--- src/rtl/eeMdioSeqPkg.sv ---
package eeMdioSeqPkg;
  localparam int WORD_W    = 16;
  localparam int ADDR_W    = 8;
  localparam int NARROW_W  = 6;
  localparam int FRAME_W   = 64;
  localparam int LEN_W     = $clog2(FRAME_W + 1);
  localparam int PHY_W     = 5;
  localparam int TA_BITS   = 2;

  typedef enum logic [2:0] {
    FR_NONE, FR_EE_RD, FR_EE_EWEN, FR_EE_WR, FR_PHY_RD, FR_PHY_WR
  } frameKind_t;

  typedef struct packed {
    logic       load;
    frameKind_t kind;
  } seqStrobe_t;
endpackage

--- src/rtl/eeMdioSeqDatapath.sv ---
module eeMdioSeqDatapath
  import eeMdioSeqPkg::*;
#(
  parameter int CLK_DIV = 4
) (
  input  logic                clk,
  input  logic                rstN,
  input  seqStrobe_t          strobe,
  input  logic                eeWide,
  input  logic [PHY_W-1:0]    phyId,
  input  logic [ADDR_W-1:0]   addr,
  input  logic [WORD_W-1:0]   wrWord,
  input  logic                eeDo,
  input  logic                mdioIn,
  output logic                frameDone,
  output logic [WORD_W-1:0]   rxWord,
  output logic                eeCs,
  output logic                eeSk,
  output logic                eeDi,
  output logic                mdc,
  output logic                mdio,
  output logic                mdioOe
);
  localparam int DIV_W = (CLK_DIV > 1) ? $clog2(CLK_DIV) : 1;
  localparam logic [DIV_W-1:0] DIV_LAST = DIV_W'(CLK_DIV - 1);
  localparam logic [LEN_W-1:0] RX_LEN   = LEN_W'(WORD_W);
  localparam logic [LEN_W-1:0] PHY_HOLD = LEN_W'(WORD_W + TA_BITS);

  logic [FRAME_W-1:0] frameBits, txSh;
  logic [LEN_W-1:0]   frameLen, bitsLeft;
  logic [DIV_W-1:0]   divCnt;
  logic [WORD_W-1:0]  rxSh;
  frameKind_t         kindQ;
  logic               active, phase, doneQ, tick, isEe, isPhy, rxOn, rxBit;

  always_comb begin
    frameBits = '0;
    frameLen  = '0;
    unique case (strobe.kind)
      FR_EE_RD: begin
        if (eeWide) begin
          frameBits = {3'b110, addr, {(FRAME_W-3-ADDR_W){1'b0}}};
          frameLen  = LEN_W'(3 + ADDR_W + WORD_W);
        end else begin
          frameBits = {3'b110, addr[NARROW_W-1:0], {(FRAME_W-3-NARROW_W){1'b0}}};
          frameLen  = LEN_W'(3 + NARROW_W + WORD_W);
        end
      end
      FR_EE_EWEN: begin
        if (eeWide) begin
          frameBits = {5'b10011, {(FRAME_W-5){1'b0}}};
          frameLen  = LEN_W'(3 + ADDR_W);
        end else begin
          frameBits = {5'b10011, {(FRAME_W-5){1'b0}}};
          frameLen  = LEN_W'(3 + NARROW_W);
        end
      end
      FR_EE_WR: begin
        if (eeWide) begin
          frameBits = {3'b101, addr, wrWord, {(FRAME_W-3-ADDR_W-WORD_W){1'b0}}};
          frameLen  = LEN_W'(3 + ADDR_W + WORD_W);
        end else begin
          frameBits = {3'b101, addr[NARROW_W-1:0], wrWord,
                       {(FRAME_W-3-NARROW_W-WORD_W){1'b0}}};
          frameLen  = LEN_W'(3 + NARROW_W + WORD_W);
        end
      end
      FR_PHY_RD: begin
        frameBits = {32'hFFFF_FFFF, 4'b0110, phyId, addr[4:0], 2'b00, {WORD_W{1'b0}}};
        frameLen  = LEN_W'(FRAME_W);
      end
      FR_PHY_WR: begin
        frameBits = {32'hFFFF_FFFF, 4'b0101, phyId, addr[4:0], 2'b10, wrWord};
        frameLen  = LEN_W'(FRAME_W);
      end
      default: ;
    endcase
  end

  assign isEe  = (kindQ == FR_EE_RD) || (kindQ == FR_EE_EWEN) || (kindQ == FR_EE_WR);
  assign isPhy = (kindQ == FR_PHY_RD) || (kindQ == FR_PHY_WR);
  assign tick  = active && (divCnt == DIV_LAST);
  assign rxOn  = ((kindQ == FR_EE_RD) || (kindQ == FR_PHY_RD)) && (bitsLeft <= RX_LEN);
  assign rxBit = isPhy ? mdioIn : eeDo;

  always_ff @(posedge clk) begin
    if (!rstN) begin
      active   <= 1'b0;
      phase    <= 1'b0;
      divCnt   <= '0;
      bitsLeft <= '0;
      txSh     <= '0;
      rxSh     <= '0;
      kindQ    <= FR_NONE;
      doneQ    <= 1'b0;
    end else if (strobe.load) begin
      active   <= 1'b1;
      phase    <= 1'b0;
      divCnt   <= '0;
      bitsLeft <= frameLen;
      txSh     <= frameBits;
      rxSh     <= '0;
      kindQ    <= strobe.kind;
      doneQ    <= 1'b0;
    end else begin
      doneQ <= 1'b0;
      if (active) begin
        divCnt <= tick ? '0 : divCnt + 1'b1;
      end
      if (tick) begin
        if (!phase) begin
          phase <= 1'b1;
          if (rxOn) rxSh <= {rxSh[WORD_W-2:0], rxBit};
        end else begin
          phase    <= 1'b0;
          txSh     <= {txSh[FRAME_W-2:0], 1'b0};
          bitsLeft <= bitsLeft - 1'b1;
          if (bitsLeft == LEN_W'(1)) begin
            active <= 1'b0;
            doneQ  <= 1'b1;
          end
        end
      end
    end
  end

  assign frameDone = doneQ;
  assign rxWord    = rxSh;
  assign eeCs      = active && isEe;
  assign eeSk      = phase && isEe;
  assign eeDi      = active && isEe && txSh[FRAME_W-1];
  assign mdc       = phase && isPhy;
  assign mdio      = active && isPhy && txSh[FRAME_W-1];
  assign mdioOe    = active && isPhy && ((kindQ == FR_PHY_WR) || (bitsLeft > PHY_HOLD));
endmodule

--- src/rtl/eeMdioSeqCtrl.sv ---
module eeMdioSeqCtrl
  import eeMdioSeqPkg::*;
(
  input  logic              clk,
  input  logic              rstN,
  input  logic              cmdWe,
  input  logic [7:0]        cmdWData,
  input  logic              eeAbsent,
  input  logic              eeWide,
  input  logic              frameDone,
  input  logic [WORD_W-1:0] rxWord,
  output logic [7:0]        cmdReg,
  output seqStrobe_t        strobe,
  output logic [WORD_W-1:0] rdData
);
  typedef enum logic [1:0] {ST_IDLE, ST_EWEN, ST_GAP, ST_XFER} ctrlState_t;

  ctrlState_t state;
  logic reloadB, wenB, selB, rdB, wrB;
  logic newSel, newWen;

  assign newSel = cmdWData[3];
  assign newWen = cmdWData[4];

  always_ff @(posedge clk) begin
    if (!rstN) begin
      state   <= ST_IDLE;
      reloadB <= 1'b0;
      wenB    <= 1'b0;
      selB    <= 1'b0;
      rdB     <= 1'b0;
      wrB     <= 1'b0;
      rdData  <= '0;
      strobe  <= '{load: 1'b0, kind: FR_NONE};
    end else begin
      strobe.load <= 1'b0;
      unique case (state)
        ST_IDLE: begin
          if (cmdWe) begin
            reloadB <= cmdWData[5];
            wenB    <= newWen;
            selB    <= newSel;
            if (cmdWData[2]) begin
              rdB    <= 1'b1;
              strobe <= '{load: 1'b1, kind: newSel ? FR_PHY_RD : FR_EE_RD};
              state  <= ST_XFER;
            end else if (cmdWData[1] && (newSel || newWen)) begin
              wrB    <= 1'b1;
              strobe <= '{load: 1'b1, kind: newSel ? FR_PHY_WR : FR_EE_EWEN};
              state  <= newSel ? ST_XFER : ST_EWEN;
            end
          end
        end
        ST_EWEN: if (frameDone) state <= ST_GAP;
        ST_GAP: begin
          strobe <= '{load: 1'b1, kind: FR_EE_WR};
          state  <= ST_XFER;
        end
        ST_XFER: begin
          if (frameDone) begin
            if (rdB) rdData <= rxWord;
            rdB   <= 1'b0;
            wrB   <= 1'b0;
            state <= ST_IDLE;
          end
        end
        default: state <= ST_IDLE;
      endcase
    end
  end

  assign cmdReg = {eeAbsent, eeWide, reloadB, wenB, selB, rdB, wrB, 1'b0};
endmodule

--- src/rtl/eeMdioSeq.sv ---
module eeMdioSeq
  import eeMdioSeqPkg::*;
#(
  parameter int CLK_DIV = 4
) (
  input  logic        clk,
  input  logic        rstN,
  input  logic        cmdWe,
  input  logic [7:0]  cmdWData,
  output logic [7:0]  cmdReg,
  input  logic        addrWe,
  input  logic [7:0]  addrWData,
  input  logic        dataWe,
  input  logic [15:0] dataWData,
  output logic [15:0] rdData,
  input  logic [4:0]  phyId,
  input  logic        eeAbsent,
  input  logic        eeWide,
  output logic        reloadReq,
  output logic        eeCs,
  output logic        eeSk,
  output logic        eeDi,
  input  logic        eeDo,
  output logic        mdc,
  output logic        mdio,
  output logic        mdioOe,
  input  logic        mdioIn
);
  seqStrobe_t        strobe;
  logic              frameDone;
  logic [WORD_W-1:0] rxWord, wrWord;
  logic [ADDR_W-1:0] addrQ;

  always_ff @(posedge clk) begin
    if (!rstN) begin
      addrQ  <= '0;
      wrWord <= '0;
    end else begin
      if (addrWe) addrQ  <= addrWData;
      if (dataWe) wrWord <= dataWData;
    end
  end

  eeMdioSeqCtrl u_ctrl (
    .clk(clk), .rstN(rstN), .cmdWe(cmdWe), .cmdWData(cmdWData),
    .eeAbsent(eeAbsent), .eeWide(eeWide), .frameDone(frameDone),
    .rxWord(rxWord), .cmdReg(cmdReg), .strobe(strobe), .rdData(rdData)
  );

  eeMdioSeqDatapath #(.CLK_DIV(CLK_DIV)) u_dp (
    .clk(clk), .rstN(rstN), .strobe(strobe), .eeWide(eeWide), .phyId(phyId),
    .addr(addrQ), .wrWord(wrWord), .eeDo(eeDo), .mdioIn(mdioIn),
    .frameDone(frameDone), .rxWord(rxWord), .eeCs(eeCs), .eeSk(eeSk),
    .eeDi(eeDi), .mdc(mdc), .mdio(mdio), .mdioOe(mdioOe)
  );

  assign reloadReq = cmdReg[5];
endmodule

--- config.mk ---
export PLATFORM = sky130hd
export DESIGN_NAME = eeMdioSeq
export DESIGN_NICKNAME = d
export VERILOG_FILES = /design/src/rtl/eeMdioSeqPkg.sv /design/src/rtl/eeMdioSeqDatapath.sv /design/src/rtl/eeMdioSeqCtrl.sv /design/src/rtl/eeMdioSeq.sv
export SDC_FILE = /design/constraint.sdc
export NUM_CORES = 1
export LEC_CHECK = 0
export BUFFER_PORTS_ARGS = -buffer_cell sky130_fd_sc_hd__buf_2
export CORE_MARGIN = 3
export CORE_UTILIZATION = 45
export DETAILED_ROUTE_END_ITERATION = 6
export PLACE_DENSITY_LB_ADDON = 0.2
export SLEW_MARGIN = 30
export SYNTH_ARGS = -nofsm -noshare
export SYNTH_HDL_FRONTEND = slang
export SYNTH_SLANG_ARGS = --single-unit
--- constraint.sdc ---
create_clock -name clk -period 3.5 [get_ports clk]
set_clock_uncertainty 0.1 [all_clocks]
set_input_delay 0 -clock clk [delete_from_list [all_inputs] [get_ports clk]]
set_output_delay 0 -clock clk [all_outputs]
set_load 0.005 [all_outputs]
==> metrics.md, run 1 <==
| Metric | Value |
|---|---|
| Max-slew headroom | `34.99%` |
| Fin. Hold Viols | `0` |
| Tcrit/Tclk final | `73.55%` |
| Die width | `125.9 um` |
| CTS resizes | `0` |
| Area Growth Syn to Fin | `23.23%` |
| Number of nets in the layout | `908` |
| Placed inst area | `6832 um^2` |
| Routed len/inst | `15.36 um` |
| Sequential fraction of the synthesis area | `45.15%` |
| Pre-CTS setup slack | `0.9684 ns` |
| Post-Syn Nets | `slightly above 800` |
| Antenna cell count | `0` |
| Root buf cell | `clkbuf_16` |
| Full die area | `15860 um^2` |
| Syn Std Cell Area | `6474 um^2` |
| Worst stage delay on the critical path | `0.62 ns` |
| Reg area | `2923 um^2` |
| Crit start category | `flip-flop` |
| DRT iter0 DRCs | `between 400 and 500` |
| Mapped Cells | `769` |
| CP Capture Type | `flip-flop` |
| Port Buffers | `70` |
| Clk pin slew, worst setup/hold paths | `0.06 ns` |
| Syn Area/Cell | `8.418 um^2` |
| Number of synthesized flops with an enable pin | `0` |
| CP cell instances | `inv_1 -> ha_1 -> and4bb_2 -> and2_1 -> nand2_1 -> a21oi_1` |
| TritonRoute pass-1 iters | `6` |
| Final wirelength | `16050 um` |
| Worst-Skew Late Latency | `0.42 ns` |
| Top post-synthesis cells by count | `dfxtp_1 (146), o21ai_0 (91), a21oi_1 (85), nand2_1 (83), nor2_1 (83)` |
| TNS Setup | `0 ns` |
| Layout cells sized above 1 | `between 10% and 20%` |
| Worst-Margin Slew | `0.9737 ns` |
| DRC | `0` |
| Vias per cell | `approximately 5.6` |
| Filler cell count | `between 1000 and 1500` |
| Hold_buf cts | `51` |
| Initial antenna violation count | `0` |
| Core area | `13990 um^2` |
| Post-layout worst setup margin | `0.9256 ns` |
| CP max FO | `16` |
| Slowest cell on crit path | `and2_1` |
| Area contributors post-synth | `dfxtp_1 (45%), mux2i_1 (7.7%), o21ai_0 (7.0%)` |
| Placer Congestion | `0.8131` |
| Area of the multi-input gates | `around 3200 um^2` |
| H-tree levels | `4` |
| Most used DFF post-synth | `dfxtp_1` |
| Number of buffers created by CTS | `17` |
| Initial Util | `46.28%` |
| Ys async rst share | `0%` |
| Grt ovf | `0` |
| Vias | `roughly 5800` |
| First-pass GRT wire length | `27100 um` |
| Most common cell in the netlist | `dfxtp_1` |
| Max Root-Sink Buffers | `2` |
| Fin crit period | `about 2.6 ns` |
| Pleak | `3.282 nW` |
| CTS Sinks | `roughly 150` |
| Rows | `43` |
| Final setup fails | `0` |
| CTS tree | `yes` |
| Post-CTS setup buffer count | `0` |
| Fin area | `between 7000 and 8000 um^2` |
| Status | `complete, no violations` |
| Worst hold-check path type | `input port to flip-flop` |
| GRT Total Usage | `20.44%` |
| Vias in the first global route | `5588` |
| ANT nets after route | `0` |
| Largest net degree at the start of global routing | `51` |
| Min Hold Slack | `0.01145 ns` |
| Fin. max-slew vios | `0` |
| Synth warn | `0` |
| Peak supply drop | `0.4444 mV` |
| Synth top area share | `45.15%` |
| Post-DP HPWL | `9942 um` |
| RSZ-0062 raised after global routing | `false` |
| Required @ worst endpoint | `3.75 ns` |
| P per Cell Area | `roughly 650 nW/um^2` |
| Max-cap viol count | `0` |
| Synth Register Bits | `146` |
| Die Ht | `125.9 um` |
| Yosys top cell by area | `dfxtp_1` |
| Yosys cell types | `51` |
| # IOs | `77` |
| Fmax | `388.4 MHz` |
| Critical path type | `flip-flop to flip-flop` |
| Arr. time, crit path | `2.83 ns` |
## placed cells by master, fill, tap and decap left out, types with 11 or more instances in the layout
| cell | instances |
|---|---|
| mux2i_1 | 50 |
| a221oi_1 | 11 |
| buf_4 | 12 |
| inv_1 | 15 |
| o21ai_0 | 91 |
| nor3_1 | 17 |
| a21oi_1 | 85 |
| dfxtp_1 | 146 |
| nor2_1 | 83 |
| nand2_1 | 83 |
| buf_2 | 70 |
| o221ai_1 | 16 |
| clkbuf_16 | 17 |
| mux2_2 | 17 |
| dlygate4sd3_1 | 51 |
## cell type report
| cell class | instances | area share, % |
|---|---|---|
| clock buffer | 19 | 5.678 |
| multi-input combinational | 537 | 39.90 |
| sequential | 146 | 36.64 |
| clock inverter | 13 | 2.149 |
| tap | 180 | 2.823 |
| timing repair buffer | 134 | 12.06 |
| inverter | 16 | 0.7528 |
## per-stage QoR
stage / utilization (%) / std cells / power [mW]
finish: 57.03 / 1045 / 5.146
global placement: 48.84 / 961 / 3.147
detailed placement: 48.84 / 961 / 3.188
CTS: 56.95 / 1044 / 5.166
global route: 57.03 / 1045 / 5.439
floorplan: - / 769 / 2.904
## power breakdown
group | internal (mW) | switching (mW)
sequential | 1.91 | 0.189
combinational | 0.475 | 0.672
clock | 1.17 | 0.732
## registers in the layout (all words and copies together) (netlist names), 2 cells and up
register / cells
u_ctrl.rdData: 16
wrWord: 16
u_dp.kindQ: 3
u_dp.txSh: 64
u_ctrl.state: 2
u_dp.rxWord: 16
u_dp.bitsLeft: 7
u_dp.divCnt: 2
addrQ: 8
u_ctrl.strobe: 4
## worst max-delay path: cells and delay by family (launching register included)
kind / cells / cell delay [ns]
simple gates: 3 / 1.26
flops: 1 / 0.54
fa+ha+maj: 1 / 0.35
compound gates: 1 / 0.15
buf+inv: 1 / 0.11
## path summary, 6_finish.rpt
kind	from	to	slack, ns	cells past startpoint
hold / removal	dataWe	wrWord[14]$_SDFFE_PN0P_	0.01	3
setup / recovery	u_ctrl.strobe[1]$_SDFFE_PN0P_	u_dp.txSh[3]$_SDFFE_PN0P_	0.93	6
hold reg to reg	u_ctrl.rdData[7]$_SDFFE_PN0P_	u_ctrl.rdData[7]$_SDFFE_PN0P_	0.35	2
setup reg to reg	u_ctrl.strobe[1]$_SDFFE_PN0P_	u_dp.txSh[3]$_SDFFE_PN0P_	0.93	6
## cell families after synthesis
family          Yosys count  share of synthesized area, %
fa+ha+maj                10                         1.933
other cells               1                       0.05793
flops                   146                         45.15
compound gates          236                         21.20
xor+xnor                  7                        0.9471
buf+inv                  86                         5.682
simple gates            216                         14.34
mux                      67                         10.69
## layer usage
| metal | GRT usage (%) | wire length, um | vias to the layer above |
|---|---|---|---|
| met3 | 4.665 | 697 | 17 |
| li1 | - | - | 2851 |
| met5 | 0 | 0 | - |
| met1 | 27.21 | 7549 | 2820 |
| met4 | 6.877 | 227 | 0 |
| met2 | 32.93 | 7579 | 134 |
Note: power is estimated with default switching activity, not from simulation.
==> run 2, diff against run 1 <==
--- a/config.mk
+++ b/config.mk
@@ -5,6 +5,7 @@
 export SDC_FILE = /design/constraint.sdc
 export NUM_CORES = 1
 export LEC_CHECK = 0
+export ABC_AREA = 1
 export BUFFER_PORTS_ARGS = -buffer_cell sky130_fd_sc_hd__buf_2
 export CORE_MARGIN = 3
 export CORE_UTILIZATION = 45
==> constraint.sdc (replaced) <==
create_clock -name clk -period 2.5 [get_ports clk]
set_clock_uncertainty 0.1 [all_clocks]
set_input_delay 0 -clock clk [delete_from_list [all_inputs] [get_ports clk]]
set_output_delay 0 -clock clk [all_outputs]
set_load 0.005 [all_outputs]
==> run 2 against run 1 <==
Net effect:
- fmax rose by 12%
- clock power rose by 26%
- worst hold slack improved by 0.0051 ns
- synthesized area rose by 3.8%
- largest cell class unchanged
- via count rose by 12%
- total power rose by 46%
- utilization fell by 0.16 points
- cell count rose by 18%
- register-to-register slack got worse by 0.73 ns
- flip-flop and latch count did not move
- first-iteration DRC count fell by 4.9%
- sequential power rose by 41%
==> metrics.md, run 2 <==
| Metric | Value |
|---|---|
| Arr. time, crit path | `2.52 ns (-0.31 ns)` |
| Fin. Hold Viols | `0 (unchanged)` |
| Yosys top cell by area | `dfxtp_1` |
| Die width | `128.2 um (+1.8%)` |
| Post-Syn Nets | `985 (+19%)` |
| Syn Std Cell Area | `6718 um^2 (+3.8%)` |
| Reg2reg start | `u_ctrl.state[1]$_SDFFE_PN0P_` |
| Fmax | `433.6 MHz (+12%)` |
| Post-DP HPWL | `10090 um (+1.5%)` |
| CP Capture Type | `flip-flop` |
| ANT nets after route | `0 (unchanged)` |
| Full die area | `16430 um^2 (+3.6%)` |
| Worst-Margin Slew | `0.8768 ns (-0.09688 ns)` |
| GRT Total Usage | `21.14% (+0.70 points)` |
| Number of nets in the layout | `1090 (+20%)` |
| First-pass GRT wire length | `28830 um (+6.4%)` |
| CP top delay family | `buffers and inverters` |
| Worst reg-to-reg path cell count | `8 (+2)` |
| Crit start category | `flip-flop` |
| Antenna cell count | `0 (unchanged)` |
| Most used DFF post-synth | `dfxtp_1` |
| DRT iter0 DRCs | `446 (-4.9%)` |
| # IOs | `77 (unchanged)` |
| Ys async rst share | `0% (unchanged)` |
| Tcrit/Tclk final | `92.25% (+19 points)` |
| H-tree levels | `4 (unchanged)` |
| Vias | `6517 (+12%)` |
| Mapped Cells | `929 (+21%)` |
| Filler cell count | `1366 (+6.8%)` |
| Slowest cell on crit path | `dlygate4sd3_1` |
| Layout cells sized above 1 | `13.37% (-2.9 points)` |
| Most frequent cells in the layout | `o21ai_0 (161), nand2_1 (157), dfxtp_1 (145)` |
| Grt ovf | `0 (unchanged)` |
| Top post-synthesis cells by count | `o21ai_0 (161), nand2_1 (157), dfxtp_1 (146), a21oi_1 (120), nor2_1 (100)` |
| Worst hold-check path type | `input port to flip-flop` |
| Initial antenna violation count | `0 (unchanged)` |
| Worst path bufs/invs | `4 (+3)` |
| Sequential fraction of the synthesis area | `43.51% (-1.6 points)` |
| CTS Sinks | `146 (unchanged)` |
| Synth top area share | `43.51% (-1.6 points)` |
| R2r endpoint | `u_ctrl.selB$_SDFFE_PN0P_` |
| Max-cap viol count | `0 (unchanged)` |
| Fin area | `8297 um^2 (+4.0%)` |
| Post-CTS setup buffer count | `0 (unchanged)` |
| Vias in the first global route | `6132 (+9.7%)` |
| Area Growth Syn to Fin | `23.51%` |
| Initial Util | `46.05% (-0.23 points)` |
| Critical path type | `flip-flop to flip-flop` |
| Required @ worst endpoint | `2.71 ns (-1.04 ns)` |
| CP cell instances | `inv_1 -> ha_1 -> nand2_1 -> inv_2 -> nand2_1 -> dlygate4sd3_1 -> a21oi_1 -> dlygate4sd3_1` |
| Final setup fails | `0 (unchanged)` |
| Peak supply drop | `0.5481 mV (+23%)` |
| Status | `complete, no violations` |
| Placer Congestion | `0.8114 (-0.21%)` |
| CTS tree | `yes` |
| Synth warn | `0 (unchanged)` |
| Max FFs per register | `64 (unchanged)` |
| Yosys cell types | `36 (-29%)` |
| Hold path start | `cmdWData[1]` |
| Fin. max-slew vios | `0 (unchanged)` |
| Number of synthesized flops with an enable pin | `0 (unchanged)` |
| Worst-Skew Late Latency | `0.42 ns (about the same)` |
| RSZ-0062 raised after global routing | `false` |
| Synth Register Bits | `146 (unchanged)` |
| Die Ht | `128.2 um (+1.8%)` |
| CP max FO | `6 (-10)` |
| Largest Register | `u_dp.txSh` |
| Final wirelength | `16760 um (+4.4%)` |
| Hold path endpoint | `u_ctrl.strobe[3]$_SDFF_PN0_` |
| Vias per cell | `5.294 (-5.0%)` |
| Worst hold path depth | `5 (+2)` |
| Commonest non-fill, non-tap cell in the layout | `o21ai_0` |
| Port Buffers | `70 (unchanged)` |
| Worst stage delay on the critical path | `0.56 ns (-0.06 ns)` |
| DRC | `0 (unchanged)` |
| Largest net degree at the start of global routing | `101 (+98%)` |
| Root buf cell | `clkbuf_16` |
| Rows | `44 (+2.3%)` |
| Pleak | `3.508 nW (+6.9%)` |
| Most common cell in the netlist | `o21ai_0` |
| P per Cell Area | `906.9 nW/um^2 (+41%)` |
| TNS Setup | `0 ns (unchanged)` |
| Placed inst area | `7032 um^2 (+2.9%)` |
| TritonRoute pass-1 iters | `5 (-1)` |
| Fin crit period | `2.306 ns (-0.2682 ns)` |
| Max-slew headroom | `41.54% (+6.6 points)` |
| Max Root-Sink Buffers | `2 (unchanged)` |
| Routed len/inst | `13.62 um (-11%)` |
| Clk pin slew, worst setup/hold paths | `0.06 ns (about the same)` |
| Area contributors post-synth | `dfxtp_1 (44%), o21ai_0 (12%), a21oi_1 (8.9%)` |
| Number of buffers created by CTS | `17 (unchanged)` |
| Syn Area/Cell | `7.231 um^2 (-14%)` |
| Core area | `14590 um^2 (+4.3%)` |
| R2r setup slk | `0.19 ns (-0.73 ns)` |
==> run 2: changes by cell type in the layout (fill, tap and decap cells not counted), moves of 17 or more <==
cell,previous run,this run
nand3_1,6,59
a21oi_1,85,120
mux2_2,17,0
o21ai_0,91,161
nand2_1,83,157
nor2_1,83,100
dlygate4sd3_1,51,71
mux2i_1,50,0
==> run 2: cells by family after synthesis <==
| logic type | share of synthesized area, % |
|---|---|
| and+or+nand+nor | 23.84 |
| AOI/OAI and AO/OA | 22.39 |
| DFF | 43.51 |
| buffers and inverters | 8.214 |
| adders and majority gates | 1.863 |
| xor gates and xnor gates | 0.1304 |
| other | 0.05582 |
==> run 2: worst max path at each step <==
stage	startpoint	end	cells past startpoint
3_3_place_gp	u_ctrl.state[0]$_SDFFE_PN0P_	u_ctrl.rdData[14]$_SDFFE_PN0P_	6
4_1_cts	u_ctrl.state[0]$_SDFFE_PN0P_	u_ctrl.selB$_SDFFE_PN0P_	8
3_5_place_dp	u_ctrl.strobe[1]$_SDFFE_PN0P_	u_dp.txSh[59]$_SDFFE_PN0P_	7
2_1_floorplan	u_ctrl.strobe[1]$_SDFFE_PN0P_	u_dp.txSh[12]$_SDFFE_PN0P_	6
5_1_grt	u_ctrl.state[1]$_SDFFE_PN0P_	u_ctrl.selB$_SDFFE_PN0P_	8
6_report	u_ctrl.state[1]$_SDFFE_PN0P_	u_ctrl.selB$_SDFFE_PN0P_	8
==> run 2: timing repair <==
action | CTS | global route
endpoints found under the hold margin | 61 | 0
hold buffers | 71 | 0
endpoints found under the setup margin | 0 | 1
gates resized for setup | 0 | 2
==> run 2: worst register-to-register path, stage by stage (launching register included) <==
cell and delay (ns):
dfxtp_1 0.36, inv_1 0.08, ha_1 0.21, nand2_1 0.14
inv_2 0.09, nand2_1 0.06, dlygate4sd3_1 0.54, a21oi_1 0.06
dlygate4sd3_1 0.56
==> run 2: per-stage QoR <==
step	utilization, %	hold WS (ns)	setup slack, ns	std cells	total power, mW
floorplan	-	-0.01918	0.8557	929	4.627
global placement	48.20	-0.09996	0.5830	1128	5.024
detailed placement	48.20	-0.09996	0.5701	1128	5.047
finish	56.87	0.01650	0.1938	1231	7.524
global route	56.87	0.05384	0.007686	1231	8.063
CTS	56.86	0.004118	0.1367	1231	7.551
==> run 2: final cells by class <==
class                      count  area [um^2]  share of cell area [%]
multi-input combinational    672         3243                   39.09
sequential                   146         2924                   35.24
clock buffer                  17        425.4                   5.127
clock inverter                15        127.6                   1.538
tap                          184        230.2                   2.775
inverter                      40        152.6                   1.840
timing repair buffer         157         1194                   14.39
==> run 2: per-layer routing <==
layer	global-route usage [%]	vias to the layer above	share of wire (%)
met5	0	-	0
met4	7.179	0	1.4
met3	3.708	21	4.5
met2	35.24	152	48
met1	27.64	2996	46
li1	-	3348	-
==> run 2: power breakdown <==
part	switching (mW)	internal, mW
sequential	0.247	2.71
combinational	1.44	0.741
clock	1.09	1.30
total	2.77	4.75
==> run 3, diff against run 2 <==
--- a/config.mk
+++ b/config.mk
@@ -10,6 +10,7 @@
 export CORE_MARGIN = 3
 export CORE_UTILIZATION = 45
 export DETAILED_ROUTE_END_ITERATION = 6
+export HOLD_SLACK_MARGIN = 0.06
 export PLACE_DENSITY_LB_ADDON = 0.2
 export SLEW_MARGIN = 30
 export SYNTH_ARGS = -nofsm -noshare
==> run 3 against run 2 <==
Net effect:
- combinational power increased by 2%
- highest routed layer unchanged
- total power increased by 0.65%
- largest cell class unchanged
- flip-flop and latch count unchanged
- via count increased by 1.8%
- count of clock-buffer cells in the layout unchanged
- sequential share of layout area decreased by 1.1 points
- worst hold slack improved by 0.27 ns
==> metrics.md, run 3 (same netlist as run 2, synthesis figures left out) <==
| Metric | Value |
|---|---|
| Die Ht | `128.2 um (unchanged)` |
| Max FFs per register | `64 (unchanged)` |
| DRC | `0 (unchanged)` |
| Max-slew headroom | `52.02% (+10 points)` |
| Sw power | `2.787 mW (+0.48%)` |
| Grt ovf | `0 (unchanged)` |
| Max Root-Sink Buffers | `2 (unchanged)` |
| Worst-Margin Slew | `0.7170 ns (-0.1598 ns)` |
| Initial antenna violation count | `0 (unchanged)` |
| CTS tree | `yes` |
| Internal Power | `4.786 mW (+0.75%)` |
| Fin area | `8554 um^2 (+3.1%)` |
| Final core utilization | `58.64% (+1.8 points)` |
| Largest Register | `u_dp.txSh` |
| Core area | `14590 um^2 (unchanged)` |
| Worst hold-check path type | `input port to flip-flop` |
| Largest net degree at the start of global routing | `101 (unchanged)` |
| Number of nets in the layout | `1115 (+2.3%)` |
| Fin. max-slew vios | `0 (unchanged)` |
| P per Cell Area | `885.3 nW/um^2 (-2.4%)` |
| Area Growth Syn to Fin | `27.34%` |
| Sequential Power Share | `39.1% (-0.2 points)` |
| Clk pin slew, worst setup/hold paths | `0.06 ns (about the same)` |
| H-tree levels | `4 (unchanged)` |
| First-pass GRT wire length | `29690 um (+3.0%)` |
| Port Buffers | `70 (unchanged)` |
| Critical path type | `flip-flop to flip-flop` |
| CP Capture Type | `flip-flop` |
| Fmax | `429.7 MHz (-0.90%)` |
| Most frequent cells in the layout | `o21ai_0 (161), nand2_1 (157), dfxtp_1 (145)` |
| GRT Total Usage | `21.85% (+0.70 points)` |
| Vias | `6636 (+1.8%)` |
| Tcrit/Tclk final | `93.09% (+0.84 points)` |
| TritonRoute pass-1 iters | `5 (unchanged)` |
| Reg area | `2924 um^2 (unchanged)` |
| Vias per cell | `5.283 (-0.20%)` |
| Peak supply drop | `0.5486 mV (+0.10%)` |
| # IOs | `77 (unchanged)` |
| Required @ worst endpoint | `2.77 ns (+0.06 ns)` |
| Filler cell count | `1337 (-2.1%)` |
| Clk pwr share | `31.5% (-0.2 points)` |
| Switching share of power | `36.80% (-0.064 points)` |
| Placer Congestion | `0.8114 (unchanged)` |
| Antenna cell count | `0 (unchanged)` |
| Fin. Hold Viols | `0 (unchanged)` |
| Area of the multi-input gates | `3243 um^2 (unchanged)` |
| Worst-Skew Late Latency | `0.42 ns (about the same)` |
| Placed inst area | `7032 um^2 (unchanged)` |
| Layout cells sized above 1 | `13.06% (-0.31 points)` |
| Routed len/inst | `13.82 um (+1.5%)` |
| Full die area | `16430 um^2 (unchanged)` |
| Post-DP HPWL | `10090 um (unchanged)` |
| Final setup fails | `0 (unchanged)` |
| Fin crit period | `2.327 ns (+0.02099 ns)` |
| Vias in the first global route | `6321 (+3.1%)` |
| Commonest non-fill, non-tap cell in the layout | `o21ai_0` |
| Status | `complete, no violations` |
| CTS Sinks | `146 (unchanged)` |
| Max-cap viol count | `0 (unchanged)` |
| CP max FO | `28 (+22)` |
| Min Hold Slack | `0.2820 ns (+0.2655 ns)` |
| Final wirelength | `17360 um (+3.5%)` |
| DRT iter0 DRCs | `461 (+3.4%)` |
| Logic gate share of total power | `29.5% (+0.5 points)` |
| Crit start category | `flip-flop` |
| Number of buffers created by CTS | `17 (unchanged)` |
| Initial Util | `46.05% (unchanged)` |
| ANT nets after route | `0 (unchanged)` |
| Post-CTS setup buffer count | `0 (unchanged)` |
| Root buf cell | `clkbuf_16` |
| Die width | `128.2 um (unchanged)` |
| Arr. time, crit path | `2.59 ns (+0.07 ns)` |
| Rows | `44 (unchanged)` |
| Pleak | `3.637 nW (+3.7%)` |
[run 3: path summary, 6_finish.rpt]
path	endpoint	cells past startpoint	from	slack [ns]
worst max-delay path	u_dp.txSh[27]$_SDFFE_PN0P_	9	u_ctrl.strobe[1]$_SDFFE_PN0P_	0.17
worst min-delay path	u_dp.txSh[26]$_SDFFE_PN0P_	4	phyId[3]	0.28
worst max register to register	u_dp.txSh[27]$_SDFFE_PN0P_	9	u_ctrl.strobe[1]$_SDFFE_PN0P_	0.17
worst min register to register	u_ctrl.rdData[7]$_SDFFE_PN0P_	2	u_ctrl.rdData[7]$_SDFFE_PN0P_	0.36
[run 3: worst max-delay path, cell delays in order (launching register included)]
cell	delay, ns
dfxtp_1	0.46
inv_2	0.11
ha_1	0.37
nor3_4	0.18
buf_6	0.25
nand2_1	0.08
nand2_1	0.06
nand2_1	0.04
nand2_1	0.07
dlygate4sd3_1	0.54
[run 3: power by group through the flow]
stage	Combinational (mW)	Clock, mW	Sequential, mW
final	2.23	2.38	2.96
after global routing	2.58	2.53	3.01
after CTS	2.21	2.43	2.95
after detailed placement	2.05	0	3.00
after global placement	2.03	0	2.99
after floorplan	1.71	0	2.92
[run 3: repair_timing]
item,in CTS,in global routing
endpoints found under the hold margin,67,0
endpoints found under the setup margin,0,7
hold buffers,96,0
gates resized for setup,0,4
[run 3: stage by stage]
step / setup WS, ns / cells / power (mW) / TNS, ns
3_5_place_dp: 0.5701 / 1128 / 5.047 / 0
5_1_grt: -0.00006639 / 1256 / 8.113 / -0.00006639
3_3_place_gp: 0.5830 / 1128 / 5.024 / 0
2_1_floorplan: 0.8557 / 929 / 4.627 / 0
6_report: 0.1728 / 1256 / 7.573 / 0
4_1_cts: 0.03201 / 1256 / 7.591 / 0
[run 3: per-layer routing]
metal  up-vias  global-route usage (%)  part of all wire [%]
met5         -                       0                     0
met4         0                   7.803                   1.6
met3        26                   3.833                   4.5
met2       147                   36.50                    48
met1      3063                   28.33                    46
li1       3400                       -                     -
[run 3: layout make-up]
type	instances	share of cell area [%]
Inverter	40	1.784
Timing Repair Buffer	182	16.97
Sequential cell	146	34.18
Clock buffer	17	4.973
Tap cell	184	2.691
Multi-Input combinational cell	672	37.91
Clock inverter	15	1.492
